==> src/rtl/tcp_pkg.sv <==
package tcp_pkg;

  localparam int FRAME_BITS = 32;
  localparam int TC_W       = 14;
  localparam int CJ_W       = 12;
  localparam int FLT_W      = 4;

  // Field positions decoded from the converter frame
  localparam int TC_LSB   = 18;
  localparam int CJ_LSB   = 4;
  localparam int FLT_ANY  = 16;
  localparam int FLT_SCV  = 2;
  localparam int FLT_SCG  = 1;
  localparam int FLT_OPEN = 0;
  localparam int RSVD_HI  = 17;
  localparam int RSVD_LO  = 3;

  typedef enum logic [1:0] {
    SEQ_HOLDOFF = 2'd0,
    SEQ_LAUNCH  = 2'd1,
    SEQ_WAIT    = 2'd2
  } seq_state_e;

  typedef struct packed {
    logic any;
    logic short_vcc;
    logic short_gnd;
    logic open_tc;
  } fault_t;

  function automatic fault_t get_faults(input logic [FRAME_BITS-1:0] f);
    fault_t r;
    r.any       = f[FLT_ANY];
    r.short_vcc = f[FLT_SCV];
    r.short_gnd = f[FLT_SCG];
    r.open_tc   = f[FLT_OPEN];
    return r;
  endfunction

endpackage

==> src/rtl/tcp_rst_sync.sv <==
module tcp_rst_sync #(
  parameter int STAGES = 2
) (
  input  logic clk,
  input  logic rst_n_async,
  output logic rst_n_sync
);

  logic [STAGES-1:0] sync_q;

  always_ff @(posedge clk or negedge rst_n_async) begin
    if (!rst_n_async) begin
      sync_q <= '0;
    end else begin
      sync_q <= {sync_q[STAGES-2:0], 1'b1};
    end
  end

  assign rst_n_sync = sync_q[STAGES-1];

endmodule

==> src/rtl/tcp_seq.sv <==
module tcp_seq
  import tcp_pkg::*;
#(
  parameter int STARTUP_CYC = 1000,
  parameter int PERIOD_CYC  = 400
) (
  input  logic clk,
  input  logic rst_n,
  output logic launch_o
);

  localparam int MAX_CYC    = (STARTUP_CYC > PERIOD_CYC) ? STARTUP_CYC : PERIOD_CYC;
  localparam int CNT_W      = $clog2(MAX_CYC + 1);
  localparam int HOLD_LAST  = STARTUP_CYC - 1;
  localparam int PAUSE_LAST = PERIOD_CYC - 2;

  seq_state_e       state_q, state_d;
  logic [CNT_W-1:0] cnt_q, cnt_d;
  logic             cnt_en;
  logic             state_en;

  always_comb begin
    state_d  = state_q;
    cnt_d    = cnt_q;
    cnt_en   = 1'b0;
    state_en = 1'b0;
    launch_o = 1'b0;
    case (state_q)
      SEQ_HOLDOFF: begin
        cnt_en = 1'b1;
        if (cnt_q == CNT_W'(HOLD_LAST)) begin
          state_d  = SEQ_LAUNCH;
          state_en = 1'b1;
          cnt_d    = '0;
        end else begin
          cnt_d = cnt_q + 1'b1;
        end
      end
      SEQ_LAUNCH: begin
        launch_o = 1'b1;
        state_d  = SEQ_WAIT;
        state_en = 1'b1;
        cnt_en   = 1'b1;
        cnt_d    = '0;
      end
      SEQ_WAIT: begin
        cnt_en = 1'b1;
        if (cnt_q == CNT_W'(PAUSE_LAST)) begin
          state_d  = SEQ_LAUNCH;
          state_en = 1'b1;
          cnt_d    = '0;
        end else begin
          cnt_d = cnt_q + 1'b1;
        end
      end
      default: begin
        state_d  = SEQ_HOLDOFF;
        state_en = 1'b1;
        cnt_en   = 1'b1;
        cnt_d    = '0;
      end
    endcase
  end

  always_ff @(posedge clk or negedge rst_n) begin
    if (!rst_n) begin
      state_q <= SEQ_HOLDOFF;
      cnt_q   <= '0;
    end else begin
      if (state_en) state_q <= state_d;
      if (cnt_en)   cnt_q   <= cnt_d;
    end
  end

endmodule

==> src/rtl/tcp_spi_rx.sv <==
module tcp_spi_rx #(
  parameter int FRAME_BITS = 32,
  parameter int SCLK_HALF  = 5
) (
  input  logic                  clk,
  input  logic                  rst_n,
  input  logic                  launch_i,
  input  logic                  miso_i,
  output logic                  sclk_o,
  output logic                  cs_n_o,
  output logic                  done_o,
  output logic [FRAME_BITS-1:0] frame_o
);

  localparam int HW = $clog2(SCLK_HALF + 1);
  localparam int BW = $clog2(FRAME_BITS + 1);

  logic                  busy_q, busy_d;
  logic                  sclk_q, sclk_d;
  logic                  csn_q, csn_d;
  logic                  done_q, done_d;
  logic [HW-1:0]         hcnt_q, hcnt_d;
  logic [BW-1:0]         bits_q, bits_d;
  logic [FRAME_BITS-1:0] shift_q, shift_d;
  logic                  tick;
  logic                  shift_en;

  assign tick = busy_q && (hcnt_q == HW'(SCLK_HALF - 1));

  always_comb begin
    busy_d   = busy_q;
    sclk_d   = sclk_q;
    csn_d    = csn_q;
    hcnt_d   = hcnt_q;
    bits_d   = bits_q;
    shift_d  = shift_q;
    shift_en = 1'b0;
    done_d   = 1'b0;
    if (!busy_q) begin
      if (launch_i) begin
        busy_d = 1'b1;
        csn_d  = 1'b0;
        sclk_d = 1'b0;
        hcnt_d = '0;
        bits_d = '0;
      end
    end else begin
      hcnt_d = tick ? '0 : hcnt_q + 1'b1;
      if (tick) begin
        if (sclk_q) begin
          sclk_d = 1'b0;
        end else if (bits_q != BW'(FRAME_BITS)) begin
          sclk_d   = 1'b1;
          shift_en = 1'b1;
          shift_d  = {shift_q[FRAME_BITS-2:0], miso_i};
          bits_d   = bits_q + 1'b1;
        end else begin
          busy_d = 1'b0;
          csn_d  = 1'b1;
          done_d = 1'b1;
        end
      end
    end
  end

  always_ff @(posedge clk or negedge rst_n) begin
    if (!rst_n) begin
      busy_q <= 1'b0;
      sclk_q <= 1'b0;
      csn_q  <= 1'b1;
      done_q <= 1'b0;
      hcnt_q <= '0;
      bits_q <= '0;
    end else begin
      busy_q <= busy_d;
      sclk_q <= sclk_d;
      csn_q  <= csn_d;
      done_q <= done_d;
      hcnt_q <= hcnt_d;
      bits_q <= bits_d;
    end
  end

  always_ff @(posedge clk or negedge rst_n) begin
    if (!rst_n) begin
      shift_q <= '0;
    end else if (shift_en) begin
      shift_q <= shift_d;
    end
  end

  assign sclk_o  = sclk_q;
  assign cs_n_o  = csn_q;
  assign done_o  = done_q;
  assign frame_o = shift_q;

endmodule

==> src/rtl/tcp_unpack.sv <==
module tcp_unpack
  import tcp_pkg::*;
(
  input  logic                  clk,
  input  logic                  rst_n,
  input  logic                  load_i,
  input  logic [FRAME_BITS-1:0] frame_i,
  output logic [TC_W-1:0]       tc_o,
  output logic [CJ_W-1:0]       cj_o,
  output logic [FLT_W-1:0]      flt_o
);

  logic [TC_W-1:0]  tc_q;
  logic [CJ_W-1:0]  cj_q;
  fault_t           flt_q;
  fault_t           flt_d;
  logic             unused_rsvd;

  assign flt_d       = get_faults(frame_i);
  assign unused_rsvd = frame_i[RSVD_HI] ^ frame_i[RSVD_LO];

  always_ff @(posedge clk or negedge rst_n) begin
    if (!rst_n) begin
      tc_q  <= '0;
      cj_q  <= '0;
      flt_q <= '0;
    end else if (load_i) begin
      tc_q  <= frame_i[TC_LSB +: TC_W];
      cj_q  <= frame_i[CJ_LSB +: CJ_W];
      flt_q <= flt_d;
    end
  end

  assign tc_o  = tc_q;
  assign cj_o  = cj_q;
  assign flt_o = flt_q;

endmodule

==> src/rtl/thermo_poll_ctrl.sv <==
module thermo_poll_ctrl
  import tcp_pkg::*;
#(
  parameter int CLK_MHZ     = 50,
  parameter int SCLK_HALF   = (CLK_MHZ + 9) / 10,
  parameter int STARTUP_CYC = CLK_MHZ * 300_000,
  parameter int PERIOD_CYC  = CLK_MHZ * 100_000
) (
  input  logic            clk,
  input  logic            rst_n,
  output logic            spi_sclk,
  output logic            spi_cs_n,
  input  logic            spi_miso,
  output logic [TC_W-1:0] tc_temp,
  output logic [CJ_W-1:0] cj_temp,
  output logic [FLT_W-1:0] fault_flags
);

  logic                  rst_n_int;
  logic                  launch;
  logic                  frame_done;
  logic [FRAME_BITS-1:0] frame;

  tcp_rst_sync #(.STAGES(2)) u_rst (
    .clk         (clk),
    .rst_n_async (rst_n),
    .rst_n_sync  (rst_n_int)
  );

  tcp_seq #(
    .STARTUP_CYC (STARTUP_CYC),
    .PERIOD_CYC  (PERIOD_CYC)
  ) u_seq (
    .clk      (clk),
    .rst_n    (rst_n_int),
    .launch_o (launch)
  );

  tcp_spi_rx #(
    .FRAME_BITS (FRAME_BITS),
    .SCLK_HALF  (SCLK_HALF)
  ) u_spi (
    .clk      (clk),
    .rst_n    (rst_n_int),
    .launch_i (launch),
    .miso_i   (spi_miso),
    .sclk_o   (spi_sclk),
    .cs_n_o   (spi_cs_n),
    .done_o   (frame_done),
    .frame_o  (frame)
  );

  tcp_unpack u_unpack (
    .clk     (clk),
    .rst_n   (rst_n_int),
    .load_i  (frame_done),
    .frame_i (frame),
    .tc_o    (tc_temp),
    .cj_o    (cj_temp),
    .flt_o   (fault_flags)
  );

endmodule

==> config.mk <==
export PLATFORM = sky130hd
export DESIGN_NAME = thermo_poll_ctrl
export DESIGN_NICKNAME = d
export VERILOG_FILES = /design/src/rtl/tcp_pkg.sv /design/src/rtl/tcp_rst_sync.sv /design/src/rtl/tcp_seq.sv /design/src/rtl/tcp_spi_rx.sv /design/src/rtl/tcp_unpack.sv /design/src/rtl/thermo_poll_ctrl.sv
export SDC_FILE = /design/constraint.sdc
export NUM_CORES = 1
export LEC_CHECK = 0
export ABC_CLOCK_PERIOD_IN_PS = 2900
export BUFFER_PORTS_ARGS = -buffer_cell sky130_fd_sc_hd__buf_4
export CORE_ASPECT_RATIO = 0.75
export CORE_UTILIZATION = 50
export DETAILED_ROUTE_END_ITERATION = 12
export GPL_TIMING_DRIVEN = 0
export MAX_ROUTING_LAYER = met4
export PLACE_DENSITY = 0.8
export SYNTH_ARGS = -nofsm -noshare
export SYNTH_HDL_FRONTEND = slang
export SYNTH_SLANG_ARGS = --single-unit
==> constraint.sdc <==
create_clock -name clk -period 2.9 [get_ports clk]
set_clock_uncertainty 0.15 [all_clocks]
set_input_delay 0.145 -clock clk [delete_from_list [all_inputs] [get_ports clk]]
set_output_delay 0.145 -clock clk [all_outputs]
set_load 0.03 [all_outputs]
Word-level counts from Yosys, hierarchy flattened:

Index checks and enable logic that the tools add are counted.

* input bits: 3
* word-level logic and storage cells: 77
* flip-flop bits (word level): 103

* add/subtract/negate cells: 3
* equality and inequality tests: 12
* multiplexer cells: 37
* reduce and logical (&&, ||, !) cells: 8
* bitwise operators: 1

Operators by type and width (count)
* $mux 24: 2
* $pmux 24 s2: 1
* $mux 6: 5
* $add 24x1->24 const B: 1
* $eq 24x23->1 const B: 1
* $eq 24x24->1 const B: 1
* $mux 1: 22
* $mux 3: 3
* $ne 2x2->1 const B: 4
* $reduce_and 4->1: 2
* $add 6x1->6 const B: 1
* $ne 6x6->1 const B: 1
* $pmux 2 s3: 1
* $reduce_and 5->1: 1
* $mux 2: 2
* $ne 2x1->1 const B: 2
* $add 3x1->3 const B: 1
* $eq 3x3->1 const B: 1
* $reduce_and 3->1: 1
* $eq 2x1->1 const B: 1
* $eq 2x2->1 const B: 1
* $logic_not 2->1: 1
* $pmux 1 s2: 1
* $reduce_and 2->1: 1
* other kinds (3): 3

Depth between registers and ports, before layout:

* depth after elaboration: 6
* mapped depth: 7
* mapped depth without buffers: 6

Cells and area by module:

From an unflattened synthesis, not the netlist that was laid out.

* cells, all modules: 344
* area total of the unflattened synthesis: 4652.0 um2

Modules (own cells, without submodules)
* tcp_spi_rx: area an instance 1873.0 um2, instances 1, seq. area each 1127.3 um2, cells each 134
* tcp_seq: area an instance 1490.2 um2, instances 1, seq. area each 650.6 um2, cells each 144
* tcp_unpack: area an instance 1234.9 um2, instances 1, seq. area each 750.7 um2, cells each 63
* tcp_rst_sync: area an instance 53.8 um2, instances 1, seq. area each 50.0 um2, cells each 3

Worst setup path before layout:

No wires, ideal clock.

* kind: reg2reg
* from: reg u_spi.sclk_q (netlist: u_spi.sclk_o)
* to: reg u_spi.shift_q[0] (netlist: u_spi.frame_o[0])
* period minus slack after synthesis: 2077 ps
* cell stages (with the launch flop): 5
* buffers on the path: 1
* required time: 2625 ps
* data arrival time: 1803 ps
* slack: 823 ps
* setup time: 125 ps
* cells stage by stage: dfrtp_1 -> nand4b_1 -> a21oi_1 -> buf_2 -> mux2_2

* longest elaborated chain between the ends: 4

RTL lines
* start, declared: RTL line tcp_spi_rx.sv:19 `logic sclk_q, sclk_d;`
* start signal, assigned: RTL line tcp_spi_rx.sv:76 `sclk_q <= sclk_d;`
* $mux 1: RTL line tcp_spi_rx.sv:50 `if (sclk_q) begin`
* $mux 1: RTL line tcp_spi_rx.sv:49 `if (tick) begin`
* $mux 1: RTL line tcp_spi_rx.sv:39 `if (!busy_q) begin`
* $reduce_and 5->1 (no source line) *
* end signal, assigned: RTL line tcp_spi_rx.sv:88 `shift_q <= shift_d;`
* end, declared: RTL line tcp_spi_rx.sv:24 `logic [FRAME_BITS-1:0] shift_q, shift_d;`

Every way passes the cells marked *; elsewhere a longest branch is shown, timed or not.
A chain may end at the register's enable or synchronous reset.

Worst setup path after layout:

* from: reg u_spi.busy_q
* to: reg u_spi.shift_q[29] (netlist: u_spi.frame_o[29])

* longest elaborated chain between the ends: 4

RTL lines
* start, declared: RTL line tcp_spi_rx.sv:18 `logic busy_q, busy_d;`
* start signal, assigned: RTL line tcp_spi_rx.sv:75 `busy_q <= busy_d;`
* $logic_and 1x1->1: RTL line tcp_spi_rx.sv:28 `assign tick = busy_q && (hcnt_q == HW'(SCLK_HALF - 1));`
* $mux 1: RTL line tcp_spi_rx.sv:49
* $mux 1: RTL line tcp_spi_rx.sv:39
* $reduce_and 5->1 (no source line) *

Marks and branches as above.

==> impl_metrics.tcl <==
set metrics [dict create \
    dr_total_vias 2880 \
    yosysTopAreaCell "dfrtp_1" \
    reg2regPathDepth 5 \
    post-cts-setup-buffers 0 \
    drt-pass1-iter-count 4 \
    comb_power_share 0.009 \
    synth_edf_count 0 \
    fmax_ghz 0.386 \
    crit_type "flop to flop" \
    finalCriticalPeriod_ps 2590 \
    fp.dieArea_sq_um 9170 \
    io_pins 35 \
    powerDensity_nw_per_um2 509 \
    antennaDiodeCount 0 \
    synth_cells 342 \
    syn_area_per_cell_sq_um 12.8 \
    dp_cells 485 \
    cts_tree "done" \
    start_util 0.517 \
    tightest_slew_ps 837 \
    critPathCaptureType "flop" \
    yosysMostFrequentCell "dfrtp_1" \
    hold_viol 0 \
    synthArstFlopShare 1.00 \
    postCtsHoldBufs 3 \
    rows 29 \
    clock-root-buffer "clkbuf_16" \
    cts_buffer_depth 2 \
    seqPwrFrac 0.557 \
    port_buffers 34 \
    grt_max_degree 52 \
    fin_nets 400 \
    antenna_found_initial 0 \
    grt_overflow 0 \
    drt_iter0_drc 173 \
    ys_top_cells_by_count "dfrtp_1 (102), mux2_2 (63), nor3_1 (18), nand2_1 (14), nand3_1 (11)" \
    grt_usage 0.211 \
    cts-resized-gates 0 \
    grt_setup_unrepaired "no" \
    dp_hpwl_um 5810 \
    maxSlewHeadroom 0.442 \
    antenna_left 0 \
    h-tree-depth 3 \
    regToRegEndpoint "u_spi.frame_o[29]" \
    p_switching_mw 0.532 \
    required_ps 2980 \
    cp.arrival_ps 2670 \
    wire_per_inst_um 16.7 \
    fillers 672 \
    gp_congestion 0.877 \
    route.detailed.drc 0 \
    status "finished clean" \
    startpoint "u_spi.busy_q" \
    regToRegSetupSlack_ps 310 \
    cts_inserted_buffers 9 \
    die_h_um 83.2 \
    clock_power_share 0.435 \
    place_ws_ps 347 \
    slew_violations 0 \
    synth_ff_type "dfrtp_1" \
    syn-num-nets 351 \
    r2r_start "u_spi.busy_q" \
    p_leak_nw 2.45 \
    ir_worst_vdd_uv 550 \
    fp.dieW_um 110 \
    instances_no_fill 504 \
    clkTransAtPathRegs_ps 60 \
    p_sw_frac 0.204 \
    startpoint_type "flop" \
    crit_path_end "u_spi.frame_o[29]" \
    setup_viol 0 \
    path_max_fanout 10 \
    grt_pass1_wl_um 14300 \
    synth_area_leaders "dfrtp_1 (58%), mux2_2 (16%), nor3_1 (2.1%), xor2_1 (1.8%), ha_1 (1.7%)" \
    core_sq_um 8490 \
    finalCritPeriodShare 0.894 \
    synth_seq_cells 103 \
    synthesis.area_sq_um 4390 \
    clock_latency_ps 340 \
    areaGrowthSynthToFinish_pct 16.8 \
    setup_slack_ps 308 \
    p_int_mw 2.08 \
    post_route_cells_drive_above_1_share 0.311 \
    ys_types 45 \
    synth_top_area_frac 0.581 \
    seq_area_frac_synth 0.587 \
    yosysWarningCount 0 \
    grt_pass1_vias 2893 \
    hold_path.class "flop to flop" \
    drv_cap 0 \
    numClockSinks 103 \
    tns_ps 0 \
    routed_wl_um 8420 \
    via_per_inst 5.71 \
]
kinds of logic (layout without fill, tap and decap cells):
logic type / after synthesis / in the layout / share of synthesized area
simple gates: 98 / 98 / 0.131
xor+xnor: 15 / 15 / 0.0299
flops: 103 / 103 / 0.587
other cells: 1 / 1 / 0.000854
mux: 63 / 63 / 0.162
compound gates: 35 / 35 / 0.0530
buf+inv: 21 / 75 / 0.0191
fa+ha+maj: 6 / 6 / 0.0171
cell usage in the layout (no fill, tap or decap), types with 6 or more instances in the layout:
cell type	n
clkbuf_1	11
a211oi_1	8
nand4_1	9
clkbuf_16	9
buf_4	34
mux2_2	63
inv_1	7
or3_1	7
ha_1	6
xnor2_1	6
o21ai_0	10
nand3_1	11
nor3_1	18
xor2_1	9
dfrtp_1	101
nand2_1	14
nor2_1	9
worst min path at each step:
stage                                from               to  slack, ps  cells after the start
after floorplan                     rst_n  u_rst.sync_q[0]       -300                      0
after global placement              rst_n  u_rst.sync_q[0]       -220                      1
after detailed placement            rst_n  u_rst.sync_q[0]       -220                      1
after CTS                 u_rst.sync_q[0]  u_rst.sync_q[1]        210                      0
after global routing      u_rst.sync_q[0]  u_rst.sync_q[1]        210                      0
final                     u_rst.sync_q[0]  u_rst.sync_q[1]        200                      0
routing by layer:
layer / part of all wire / vias up / GRT usage
li1: - / 1337 / -
met1: 0.46 / 1460 / 0.279
met2: 0.49 / 75 / 0.321
met3: 0.042 / 8 / 0.0651
met4: 0.0099 / 0 / 0.0490
met5: 0 / - / -
critical path, stage by stage, from the launching register on:
cell	delay (ps)
dfrtp_1	340
clkbuf_1	310
nand4b_1	210
a21oi_1	690
buf_2	390
mux2_2	370
power groups by stage:
stage	clock network (mW)	logic, mW	registers, mW
floorplan	0	0.000124	1.49
finish	1.13	0.0223	1.45
global placement	0	0.00242	1.49
CTS	1.16	0.0233	1.45
detailed placement	0	0.0201	1.48
global route	1.21	0.0261	1.45
sequential cells by signal (all words and copies together), names as in the netlist:
signal	cells
u_unpack.cj_o	12
u_unpack.tc_o	14
u_spi.bits_q	6
u_rst.sync_q	2
u_spi.hcnt_q	3
u_seq.state_q	2
u_spi.sclk_o	1
u_unpack.flt_o	4
u_spi.done_o	1
u_spi.frame_o	32
u_seq.cnt_q	24
u_spi.cs_n_o	1
u_spi.busy_q	1
cell type report:
type / instances / area, sq um / area share
clock inverters: 4 / 28.8 / 0.00561
repair buffers: 38 / 313 / 0.0610
plain buffers: 14 / 57.6 / 0.0112
flip-flops and latches: 103 / 2580 / 0.504
well taps: 108 / 135 / 0.0263
inverters: 7 / 26.3 / 0.00512
clock buffers: 12 / 256 / 0.0500
multi-input cells: 218 / 1730 / 0.337
per-stage QoR:
step	utilization	hold slack, ps	area (sq um)	power, mW
CTS	0.604	207	5130	2.64
detailed placement	0.567	-221	4810	1.50
global placement	0.563	-222	4780	1.49
global route	0.604	208	5130	2.69
floorplan	-	-301	4390	1.49
finish	0.604	204	5130	2.61
(Power assumes the default switching activity.)
